**src/rtl/spi_eng_pkg.sv**
```systemverilog
package spi_eng_pkg;
  localparam int MAX_W = 32;
  typedef logic [MAX_W-1:0] word_t;

  // length select encoding
  typedef enum logic [1:0] {
    LEN_8   = 2'b00,
    LEN_16  = 2'b01,
    LEN_32  = 2'b10,
    LEN_32X = 2'b11
  } len_sel_e;

  function automatic int unsigned len_bits(input logic [1:0] sel);
    case (sel)
      2'b00:   return 8;
      2'b01:   return 16;
      default: return 32;
    endcase
  endfunction

  function automatic word_t len_mask(input logic [1:0] sel);
    logic [63:0] wide;
    wide = (64'd1 << len_bits(sel)) - 64'd1;
    return wide[MAX_W-1:0];
  endfunction

  // one shift step with incoming bit b; result limited to the active length
  function automatic word_t shift_in(input word_t w, input logic b,
                                     input logic [1:0] sel, input logic lsb);
    word_t r;
    if (!lsb) begin
      r = {w[MAX_W-2:0], b};
    end else begin
      r = w >> 1;
      r[len_bits(sel)-1] = b;
    end
    return r & len_mask(sel);
  endfunction

  function automatic logic first_out(input word_t w, input logic [1:0] sel,
                                     input logic lsb);
    return lsb ? w[0] : w[len_bits(sel)-1];
  endfunction
endpackage

```
**src/rtl/spi_hold_reg.sv**
```systemverilog
module spi_hold_reg #(
  parameter int W = 32
) (
  input  logic         clk,
  input  logic         rst_n,
  input  logic         wr,
  input  logic [W-1:0] wdata,
  input  logic         clr,
  output logic         valid,
  output logic [W-1:0] data
);
  always_ff @(posedge clk or negedge rst_n) begin
    if (!rst_n) begin
      valid <= 1'b0;
      data  <= '0;
    end else if (wr) begin
      valid <= 1'b1;
      data  <= wdata;
    end else if (clr) begin
      valid <= 1'b0;
    end
  end
endmodule

```
**src/rtl/spi_sclk_div.sv**
```systemverilog
module spi_sclk_div #(
  parameter int HALF_DIV = 2
) (
  input  logic clk,
  input  logic rst_n,
  input  logic run,
  output logic sclk,
  output logic rise_evt,
  output logic fall_evt
);
  localparam int CW = $clog2(HALF_DIV + 1);
  logic [CW-1:0] cnt;
  logic          lvl;
  logic          tick;

  assign tick     = run && (cnt == CW'(HALF_DIV - 1));
  assign rise_evt = tick && !lvl;
  assign fall_evt = tick && lvl;
  assign sclk     = lvl && run;

  always_ff @(posedge clk or negedge rst_n) begin
    if (!rst_n) begin
      cnt <= '0;
      lvl <= 1'b0;
    end else if (!run) begin
      cnt <= '0;
      lvl <= 1'b0;
    end else if (tick) begin
      cnt <= '0;
      lvl <= ~lvl;
    end else begin
      cnt <= cnt + 1'b1;
    end
  end

  // a rising edge event is never followed at once by another one
  a_r6_edges_alternate: assert property (@(posedge clk) disable iff (!rst_n)
    rise_evt |=> !rise_evt);
endmodule

```
**src/rtl/spi_shifter.sv**
```systemverilog
module spi_shifter
  import spi_eng_pkg::*;
(
  input  logic       clk,
  input  logic       rst_n,
  input  logic       load,
  input  word_t      load_word,
  input  logic       rise_evt,
  input  logic       fall_evt,
  input  logic       miso,
  input  logic [1:0] len_sel,
  input  logic       lsb_first,
  output word_t      next_word,
  output logic       out_bit
);
  word_t sr;
  logic  samp;

  assign next_word = shift_in(sr, samp, len_sel, lsb_first);
  assign out_bit   = first_out(sr, len_sel, lsb_first);

  always_ff @(posedge clk or negedge rst_n) begin
    if (!rst_n) begin
      sr   <= '0;
      samp <= 1'b0;
    end else begin
      if (rise_evt) samp <= miso;
      if (load)          sr <= load_word;
      else if (fall_evt) sr <= next_word;
    end
  end
endmodule

```
**src/rtl/spi_xfer_engine.sv**
```systemverilog
module spi_xfer_engine
  import spi_eng_pkg::*;
#(
  parameter int HALF_DIV = 2
) (
  input  logic        clk,
  input  logic        rst_n,
  input  logic        en,
  input  logic [1:0]  cfg_len,
  input  logic        cfg_lsb_first,
  input  logic        tx_wr,
  input  logic [31:0] tx_data,
  input  logic        rx_rd,
  output logic [31:0] rx_data,
  output logic        tx_empty,
  output logic        rx_full,
  output logic        busy,
  output logic        sclk,
  output logic        mosi,
  input  logic        miso
);
  localparam int BCW = $clog2(MAX_W);

  logic           busy_q, sr_full;
  logic [1:0]     len_q;
  logic           lsb_q;
  logic [BCW-1:0] bitcnt;
  logic           tx_valid, rx_full_q;
  word_t          tx_word, rx_word, next_word;
  logic           rise_evt, fall_evt;

  // named internal events
  logic load_evt, start_evt, last_bit, done_evt, abort_evt;
  assign load_evt  = tx_valid && !sr_full;
  assign start_evt = en && !busy_q && !rx_full_q && !load_evt;
  assign last_bit  = (bitcnt == BCW'(len_bits(len_q) - 1));
  assign done_evt  = busy_q && en && fall_evt && last_bit;
  assign abort_evt = busy_q && !en;

  spi_hold_reg #(.W(MAX_W)) u_txbuf (
    .clk(clk), .rst_n(rst_n), .wr(tx_wr), .wdata(tx_data),
    .clr(load_evt), .valid(tx_valid), .data(tx_word));

  spi_hold_reg #(.W(MAX_W)) u_rxbuf (
    .clk(clk), .rst_n(rst_n), .wr(done_evt), .wdata(next_word),
    .clr(rx_rd), .valid(rx_full_q), .data(rx_word));

  spi_sclk_div #(.HALF_DIV(HALF_DIV)) u_div (
    .clk(clk), .rst_n(rst_n), .run(busy_q), .sclk(sclk),
    .rise_evt(rise_evt), .fall_evt(fall_evt));

  spi_shifter u_shift (
    .clk(clk), .rst_n(rst_n), .load(load_evt), .load_word(tx_word),
    .rise_evt(rise_evt), .fall_evt(fall_evt), .miso(miso),
    .len_sel(len_q), .lsb_first(lsb_q), .next_word(next_word),
    .out_bit(mosi));

  always_ff @(posedge clk or negedge rst_n) begin
    if (!rst_n) begin
      busy_q  <= 1'b0;
      sr_full <= 1'b0;
      len_q   <= LEN_32;
      lsb_q   <= 1'b0;
      bitcnt  <= '0;
    end else begin
      if (abort_evt || done_evt) begin
        busy_q  <= 1'b0;
        sr_full <= 1'b0;
      end else if (start_evt) begin
        busy_q  <= 1'b1;
        sr_full <= 1'b1;
        len_q   <= cfg_len;
        lsb_q   <= cfg_lsb_first;
        bitcnt  <= '0;
      end else if (load_evt) begin
        sr_full <= 1'b1;
      end
      if (busy_q && fall_evt && !last_bit) bitcnt <= bitcnt + 1'b1;
    end
  end

  assign busy     = busy_q;
  assign tx_empty = !tx_valid;
  assign rx_full  = rx_full_q && !rx_rd;
  assign rx_data  = rx_word;

  // a copy into the shift register frees the transmit register
  a_r2_load_frees_tx: assert property (@(posedge clk) disable iff (!rst_n)
    (load_evt && !tx_wr) |=> (!tx_valid && sr_full));
  // a completed transfer leaves a word waiting
  a_r7_done_sets_full: assert property (@(posedge clk) disable iff (!rst_n)
    done_evt |=> rx_full_q);
  // no start while the receive register is occupied
  a_r8_stall_on_full: assert property (@(posedge clk) disable iff (!rst_n)
    (rx_full_q && !busy_q) |=> !busy_q);
  // enable low ends any transfer by the next clock
  a_r10_abort: assert property (@(posedge clk) disable iff (!rst_n)
    !en |=> (!busy_q && !sclk));
  // bits above the length stay clear in the delivered word
  a_r5_upper_zero: assert property (@(posedge clk) disable iff (!rst_n)
    rx_full_q |-> ((rx_word & ~len_mask(len_q)) == '0));
  // a start raises busy with the serial clock still low
  a_r11_start_busy: assert property (@(posedge clk) disable iff (!rst_n)
    start_evt |=> (busy_q && !sclk));
endmodule

```
**config.mk**
```make
export PLATFORM = sky130hd
export DESIGN_NAME = spi_xfer_engine
export DESIGN_NICKNAME = d
export VERILOG_FILES = /design/src/rtl/spi_eng_pkg.sv /design/src/rtl/spi_hold_reg.sv /design/src/rtl/spi_sclk_div.sv /design/src/rtl/spi_shifter.sv /design/src/rtl/spi_xfer_engine.sv
export SDC_FILE = /design/constraint.sdc
export NUM_CORES = 1
export LEC_CHECK = 0
export BUFFER_PORTS_ARGS = -buffer_cell sky130_fd_sc_hd__buf_4
export CAP_MARGIN = 20
export CELL_PAD_IN_SITES_DETAIL_PLACEMENT = 1
export CELL_PAD_IN_SITES_GLOBAL_PLACEMENT = 1
export CORE_MARGIN = 4
export CORE_UTILIZATION = 45
export CTS_CLUSTER_SIZE = 25
export DETAILED_ROUTE_END_ITERATION = 6
export PLACE_DENSITY = 0.91
export SYNTH_ARGS = -nofsm -noshare
export SYNTH_HDL_FRONTEND = slang
export SYNTH_SLANG_ARGS = --single-unit
```
**constraint.sdc**
```tcl
create_clock -name clk -period 3.21 [get_ports clk]
set_clock_uncertainty 0.15 [all_clocks]
set_input_delay 0 -clock clk [delete_from_list [all_inputs] [get_ports clk]]
set_output_delay 0 -clock clk [all_outputs]
set_load 0.02 [all_outputs]
```
After elaboration in Yosys (flattened, before gate mapping):

Index checks and enable logic that the tools add are counted.

* $add $sub $neg: 5
* $lt $le $gt $ge: 3
* equality and inequality tests: 5
* shifts and indexed selects: 1
* mux-type cells: 27
* bitwise gates (word level): 3
* reductions and logical operators: 35

Operators by type and width (number)
* 32-bit two-way mux: 4
* 32-bit by 6-bit less-than comparator with 1-bit output, second input constant: 2
* 32-bit by 1-bit subtractor with 32-bit output, second input constant: 2
* 32-bit AND: 1
* 32-bit bitwise mux: 1
* 32-bit by 1-bit >= comparator with 1-bit output, second input constant: 1
* 1-bit by 6-bit << shifter with 32-bit output, first input constant: 1
* 1-bit logical AND: 16
* 5-bit two-way mux: 3
* 1-bit two-way mux: 14
* 6-bit case mux with 2 select lines: 1
* 2-bit nonzero test: 5
* 1-bit logical NOT: 9
* 6-bit by 1-bit subtractor with 7-bit output, second input constant: 1
* 5-bit by 1-bit adder with 5-bit output, second input constant: 1
* 1-bit binary-select mux with 5-bit select: 1
* 1-bit demux with 5-bit select: 1
* 5-bit equality test: 1
* 2-bit by 1-bit equality test with 1-bit output, second input constant: 2
* 2-bit two-way mux: 2
* 2-bit by 1-bit inequality test with 1-bit output, second input constant: 2
* 2-bit AND reduction: 2
* 3-bit nonzero test: 1
* 2-bit by 1-bit adder with 2-bit output, second input constant: 1
* 3 further kinds: 4

* register bits after elaboration: 112
* output and inout port bits: 37
* logic and storage cells: 92

Logic depth before layout (Yosys ltp):

* word-level depth: 13
* depth in mapped cells: 8
* mapped depth without buffers: 7

Cells and area by module:

From an unflattened synthesis, not the netlist that was laid out.

* cell total of the unflattened synthesis: 426
* area total of the unflattened synthesis: 5654.2 um^2

By module, submodules not included
* spi_hold_reg: times used 2, cells each 71, area an instance 1377.6 um^2, sequential area each 825.8 um^2
* spi_shifter: times used 1, cells each 221, area an instance 2203.4 um^2, sequential area each 825.8 um^2
* spi_xfer_engine: times used 1, cells each 52, area an instance 563.0 um^2, sequential area each 251.5 um^2
* spi_sclk_div: times used 1, cells each 11, area an instance 132.6 um^2, sequential area each 75.1 um^2

Worst setup path before layout:

OpenSTA, ideal clock, no wires.

* path kind: reg2out
* start: register len_q[1]
* end: output mosi
* data arrival time: 2.141 ns
* path slack: 0.919 ns
* stages on the path, launching flop included: 8
* cell sequence: dfstp_2 -> clkbuf_8 -> nor2_1 -> inv_1 -> ha_1 -> buf_6 -> mux4_2 -> mux2_2

* word-level cells in the longest chain between the ends: 6
* elaborated cells between the ends (all ways): 7
* classes of those cells: add/sub: 1; eq/ne: 1; mux: 4; reduce/logical: 1

Ends and longest elaborated chain
* start: declaration: line spi_xfer_engine.sv:25 `logic [1:0] len_q;`
* start signal: assignment: line spi_xfer_engine.sv:72 `len_q <= cfg_len;`
* 2-bit by 1-bit equality test with 1-bit output / 2-bit logical NOT (equally long branches): line spi_eng_pkg.sv:14 `case (sel)`
* 6-bit case mux with 2 select lines *: line spi_eng_pkg.sv:14
* 6-bit by 1-bit subtractor with 7-bit output *: line spi_eng_pkg.sv:42 `return lsb ? w[0] : w[len_bits(sel)-1];`
* 1-bit binary-select mux with 5-bit select *: line spi_eng_pkg.sv:42
* 1-bit two-way mux (not written as such) *: line spi_eng_pkg.sv:42
* 1-bit two-way mux *: line spi_eng_pkg.sv:42
* end: declaration: line spi_xfer_engine.sv:19 `output logic mosi,`

Mark *: on every way between the ends. The rest lies on a longest branch, timed or not. The select of a mux whose other input is x is not followed.

Worst setup path after layout:

* start: register len_q[0]
* end: output mosi

The elaborated chain is that of the path after synthesis.

==> impl_metrics.py <==
metrics = {
    "outcome": {
        "outcome": "finished clean",
    },
    "synthesis": {
        "synth_seq_area_share": 0.530,
        "ys_seq_elements": 112,
        "postSynthCellCount": 456,
        "yosysUniqueCellTypes": 44,
        "async_s_r_ff_share_synth": 1.00,
        "yosys_warnings": 0,
        "synth-edff-count": 0,
        "synth_area_per_cell_um2": 11.6,
        "synth.net_count": 500,
        "ys.flop_type": "sky130_fd_sc_hd__dfrtp_1",
        "synth.cell_area_mm2": 0.00529,
    },
    "global_route": {
        "met3_usage": 0.0409,
        "met1_usage": 0.306,
        "groute.layer.met2.usage": 0.392,
        "grt_pass1_wl_um": 24500,
        "grt_pass1_vias": 4332,
        "global_route.overflow_total": 0,
        "track_usage": 0.237,
        "grt.busiest_layer": "met2",
        "pin_count_of_the_biggest_net_entering_global_routing": 64,
        "antenna_found_initial": 0,
    },
    "final_layout": {
        "multi_input_comb_area_mm2": 0.00228,
        "antenna_fix_cells": 0,
        "most-common-layout-cells": "sky130_fd_sc_hd__dfrtp_1 (110), sky130_fd_sc_hd__buf_4 (84), sky130_fd_sc_hd__nand2_1 (60)",
        "final_layout_size_suffix_gt1_frac": 0.299,
        "layout_commonest_cell": "sky130_fd_sc_hd__dfrtp_1",
        "filler_cell_count": 1206,
        "final-instance-count-excl-fill": 712,
        "postLayoutCellArea_mm2": 0.00661,
        "num-nets-final": 608,
        "ff_latch_area_mm2": 0.00281,
        "area.growth.synth_to_final_pct": 24.9,
    },
    "setup_path": {
        "crit_path_cells": "nor2_1, inv_1, ha_1, mux4_2, mux2_2, buf_4",
        "endpoint_kind": "output pin",
        "critical_path.reg2reg.startpoint": "bitcnt[0]$_DFFE_PN0P_",
        "crit_path_top_delay_cell": "sky130_fd_sc_hd__mux4_2",
        "worst-endpoint-required_ns": 3.06,
        "critPathMaxFanout": 9,
        "cp-startpoint": "len_q[0]$_DFFE_PN0P_",
        "timing.critical_path.slowest_cell_delay_ns": 0.58,
        "criticalPathCategory": "flop to output pin",
        "worst_endpoint_data_arrival_time_ns": 2.60,
        "worst_setup_path_start_kind": "flop",
    },
    "power_and_ir_drop": {
        "vdd_drop_max_uv": 270,
        "power_dens_cells_mw_per_mm2": 696,
        "leakage_nw": 3.17,
    },
    "placed_design": {
        "place.port_buffers": 77,
        "detailed_place_hpwl_um": 9080,
        "placement_stage_worst_setup_slack_ns": 0.820,
        "placed_cells_incl_taps": 657,
        "gpl.final_weighted_congestion": 0.781,
        "detailed_place.area_mm2": 0.00593,
    },
    "floorplanning": {
        "fp.dieArea_mm2": 0.0136,
        "die_y_um": 116,
        "floorplan.initialDensity": 0.461,
        "die_span_in_x_um": 116,
        "design.portCount": 78,
        "row_count": 39,
        "core_area_mm2": 0.0115,
    },
    "clock_tree": {
        "post_cts_setup_repair_bufs": 0,
        "clock_sinks": 112,
        "clockRootBuffer": "sky130_fd_sc_hd__clkbuf_16",
        "htree_num_levels": 3,
        "clock_path_buffers": 2,
        "cts_inserted_buffers": 9,
        "clock_latency_ns": 0.36,
        "cts_tree": "done",
        "path_clk_slew_ns": 0.07,
    },
    "timing": {
        "whs_ns": 0.0112,
        "report.final.hold_viol_count": 0,
        "tightest_slew_ns": 1.02,
        "setup_repair_after_global_routing_missed_its_margin": "no",
        "min_period_over_period": 0.856,
        "layout_min_cycle_time_ns": 2.75,
        "maxSlewHeadroom": 0.317,
        "setup_ws_ns": 0.461,
        "setup_viol": 0,
        "final.setup.tns_ns": 0,
        "maxClockFrequency_mhz": 364,
        "number_of_slew_limit_violations_in_the_final_report": 0,
    },
    "min_path": {
        "hold_path_class": "input port to flop",
        "timing.hold.worst.start": "tx_wr",
    },
    "routing": {
        "detailroute.via_count": 3942,
        "detail_route.wl_per_cell_um": 21.3,
        "viasPerCell": 5.54,
        "drt-pass1-iter-count": 4,
        "dr.first_iter.drc_count": 304,
        "post-route-drc-count": 0,
        "detail_route.wirelength_um": 15100,
        "final_antenna_net_count": 0,
    },
    "flow_run": {
        "timing.max_cap.violations": 0,
    },
}
## path summary, 6_finish.rpt
path | endpoint | slack, ns | depth (start not counted)
min in group asynchronous | u_txbuf.data[6]$_DFFE_PN0P_ | 0.13 | 2
worst max register to register | u_rxbuf.data[9]$_DFFE_PN0P_ | 0.80 | 5
worst min register to register | u_txbuf.data[26]$_DFFE_PN0P_ | 0.37 | 1
worst min-delay path | u_txbuf.valid$_DFFE_PN0P_ | 0.01 | 2
worst max-delay path | mosi | 0.46 | 6
max in group asynchronous | u_rxbuf.data[23]$_DFFE_PN0P_ | 1.90 | 3
## power breakdown
part / total, W / switching [W] / internal (W) / leakage [nW]
registers: 0.00208 / 0.000388 / 0.00169 / 1.35
logic: 0.00136 / 0.000726 / 0.000638 / 1.68
clock network: 0.00115 / 0.000522 / 0.000631 / 0.138
## routing by layer
| metal | up-vias | share of wire |
|---|---|---|
| li1 | 1784 | - |
| met1 | 2017 | 0.42 |
| met2 | 104 | 0.50 |
| met3 | 37 | 0.038 |
| met4 | 0 | 0.037 |
| met5 | - | 0 |
## through the flow
stage | util | total power (W)
finish | 0.576 | 0.00460
global route | 0.576 | 0.00485
CTS | 0.576 | 0.00455
detailed placement | 0.517 | 0.00335
global placement | 0.517 | 0.00324
floorplan | - | 0.00292
## final cells by class
| cell class | instances | area share |
|---|---|---|
| flip-flops and latches | 112 | 0.424 |
| multi-input cells | 308 | 0.345 |
| repair buffers | 123 | 0.154 |
| clock buffers | 15 | 0.0390 |
| well taps | 143 | 0.0271 |
| inverters | 10 | 0.00568 |
| clock inverters | 1 | 0.00454 |
## synthesized netlist by cell type (2+ instances only)
| master | count | area, µm² |
|---|---|---|
| sky130_fd_sc_hd__xor2_1 | 3 | 26.3 |
| sky130_fd_sc_hd__nor2b_1 | 5 | 31.3 |
| sky130_fd_sc_hd__buf_2 | 6 | 30.0 |
| sky130_fd_sc_hd__mux2i_1 | 39 | 390 |
| sky130_fd_sc_hd__nand3_1 | 4 | 20.0 |
| sky130_fd_sc_hd__nand2_1 | 60 | 225 |
| sky130_fd_sc_hd__a21oi_1 | 14 | 70.1 |
| sky130_fd_sc_hd__o22ai_1 | 2 | 12.5 |
| sky130_fd_sc_hd__o2bb2ai_1 | 2 | 17.5 |
| sky130_fd_sc_hd__a31oi_1 | 22 | 138 |
| sky130_fd_sc_hd__buf_12 | 2 | 40.0 |
| sky130_fd_sc_hd__xnor2_1 | 2 | 17.5 |
| sky130_fd_sc_hd__buf_6 | 2 | 22.5 |
| sky130_fd_sc_hd__mux2_4 | 22 | 330 |
| sky130_fd_sc_hd__clkbuf_1 | 12 | 45.0 |
| sky130_fd_sc_hd__o21ai_0 | 10 | 50.1 |
| sky130_fd_sc_hd__buf_1 | 2 | 7.51 |
| sky130_fd_sc_hd__ha_1 | 3 | 37.5 |
| sky130_fd_sc_hd__nor2_1 | 52 | 195 |
| sky130_fd_sc_hd__inv_1 | 10 | 37.5 |
| sky130_fd_sc_hd__dfrtp_1 | 111 | 2780 |
| sky130_fd_sc_hd__mux2_2 | 40 | 450 |
| sky130_fd_sc_hd__a21boi_0 | 2 | 15.0 |
| sky130_fd_sc_hd__nand2b_1 | 4 | 25.0 |
| sky130_fd_sc_hd__and2b_2 | 4 | 35.0 |
| sky130_fd_sc_hd__and2_1 | 3 | 18.8 |
## kinds of logic (layout without fill, tap and decap cells)
group	after synthesis	after routing	synth area share
adder cells (fa/ha/maj)	3	3	0.00709
multiplexers	102	102	0.226
XOR/XNOR	5	5	0.00828
buffers and inverters	36	149	0.0400
flip-flops	112	112	0.530
AND/OR/NAND/NOR	141	141	0.122
AO/OA/AOI/OAI	57	57	0.0674
## registers in the layout (all words and copies together) (netlist names)
name and cells:
bitcnt 5, busy 1, len_q 2, lsb_q 1
sr_full 1, u_div.cnt 2, u_div.lvl 1, u_rxbuf.data 32
u_rxbuf.valid 1, u_shift.samp 1, u_shift.sr 32, u_txbuf.data 32
u_txbuf.valid 1
## what timing repair did
item,in CTS,in global routing
hold buffers,39,0
gates resized for setup,0,0
endpoints found under the setup margin,0,0
hold endpoints to repair,100,0
## worst max-delay path: cells and delay by family (launching register included)
| kind | cells | cell delay, ns |
|---|---|---|
| flip-flops | 1 | 0.45 |
| adder cells (fa/ha/maj) | 1 | 0.48 |
| multiplexers | 2 | 0.87 |
| AND/OR/NAND/NOR | 1 | 0.18 |
| buffers and inverters | 2 | 0.24 |
Note: power is estimated with default switching activity, not from simulation.
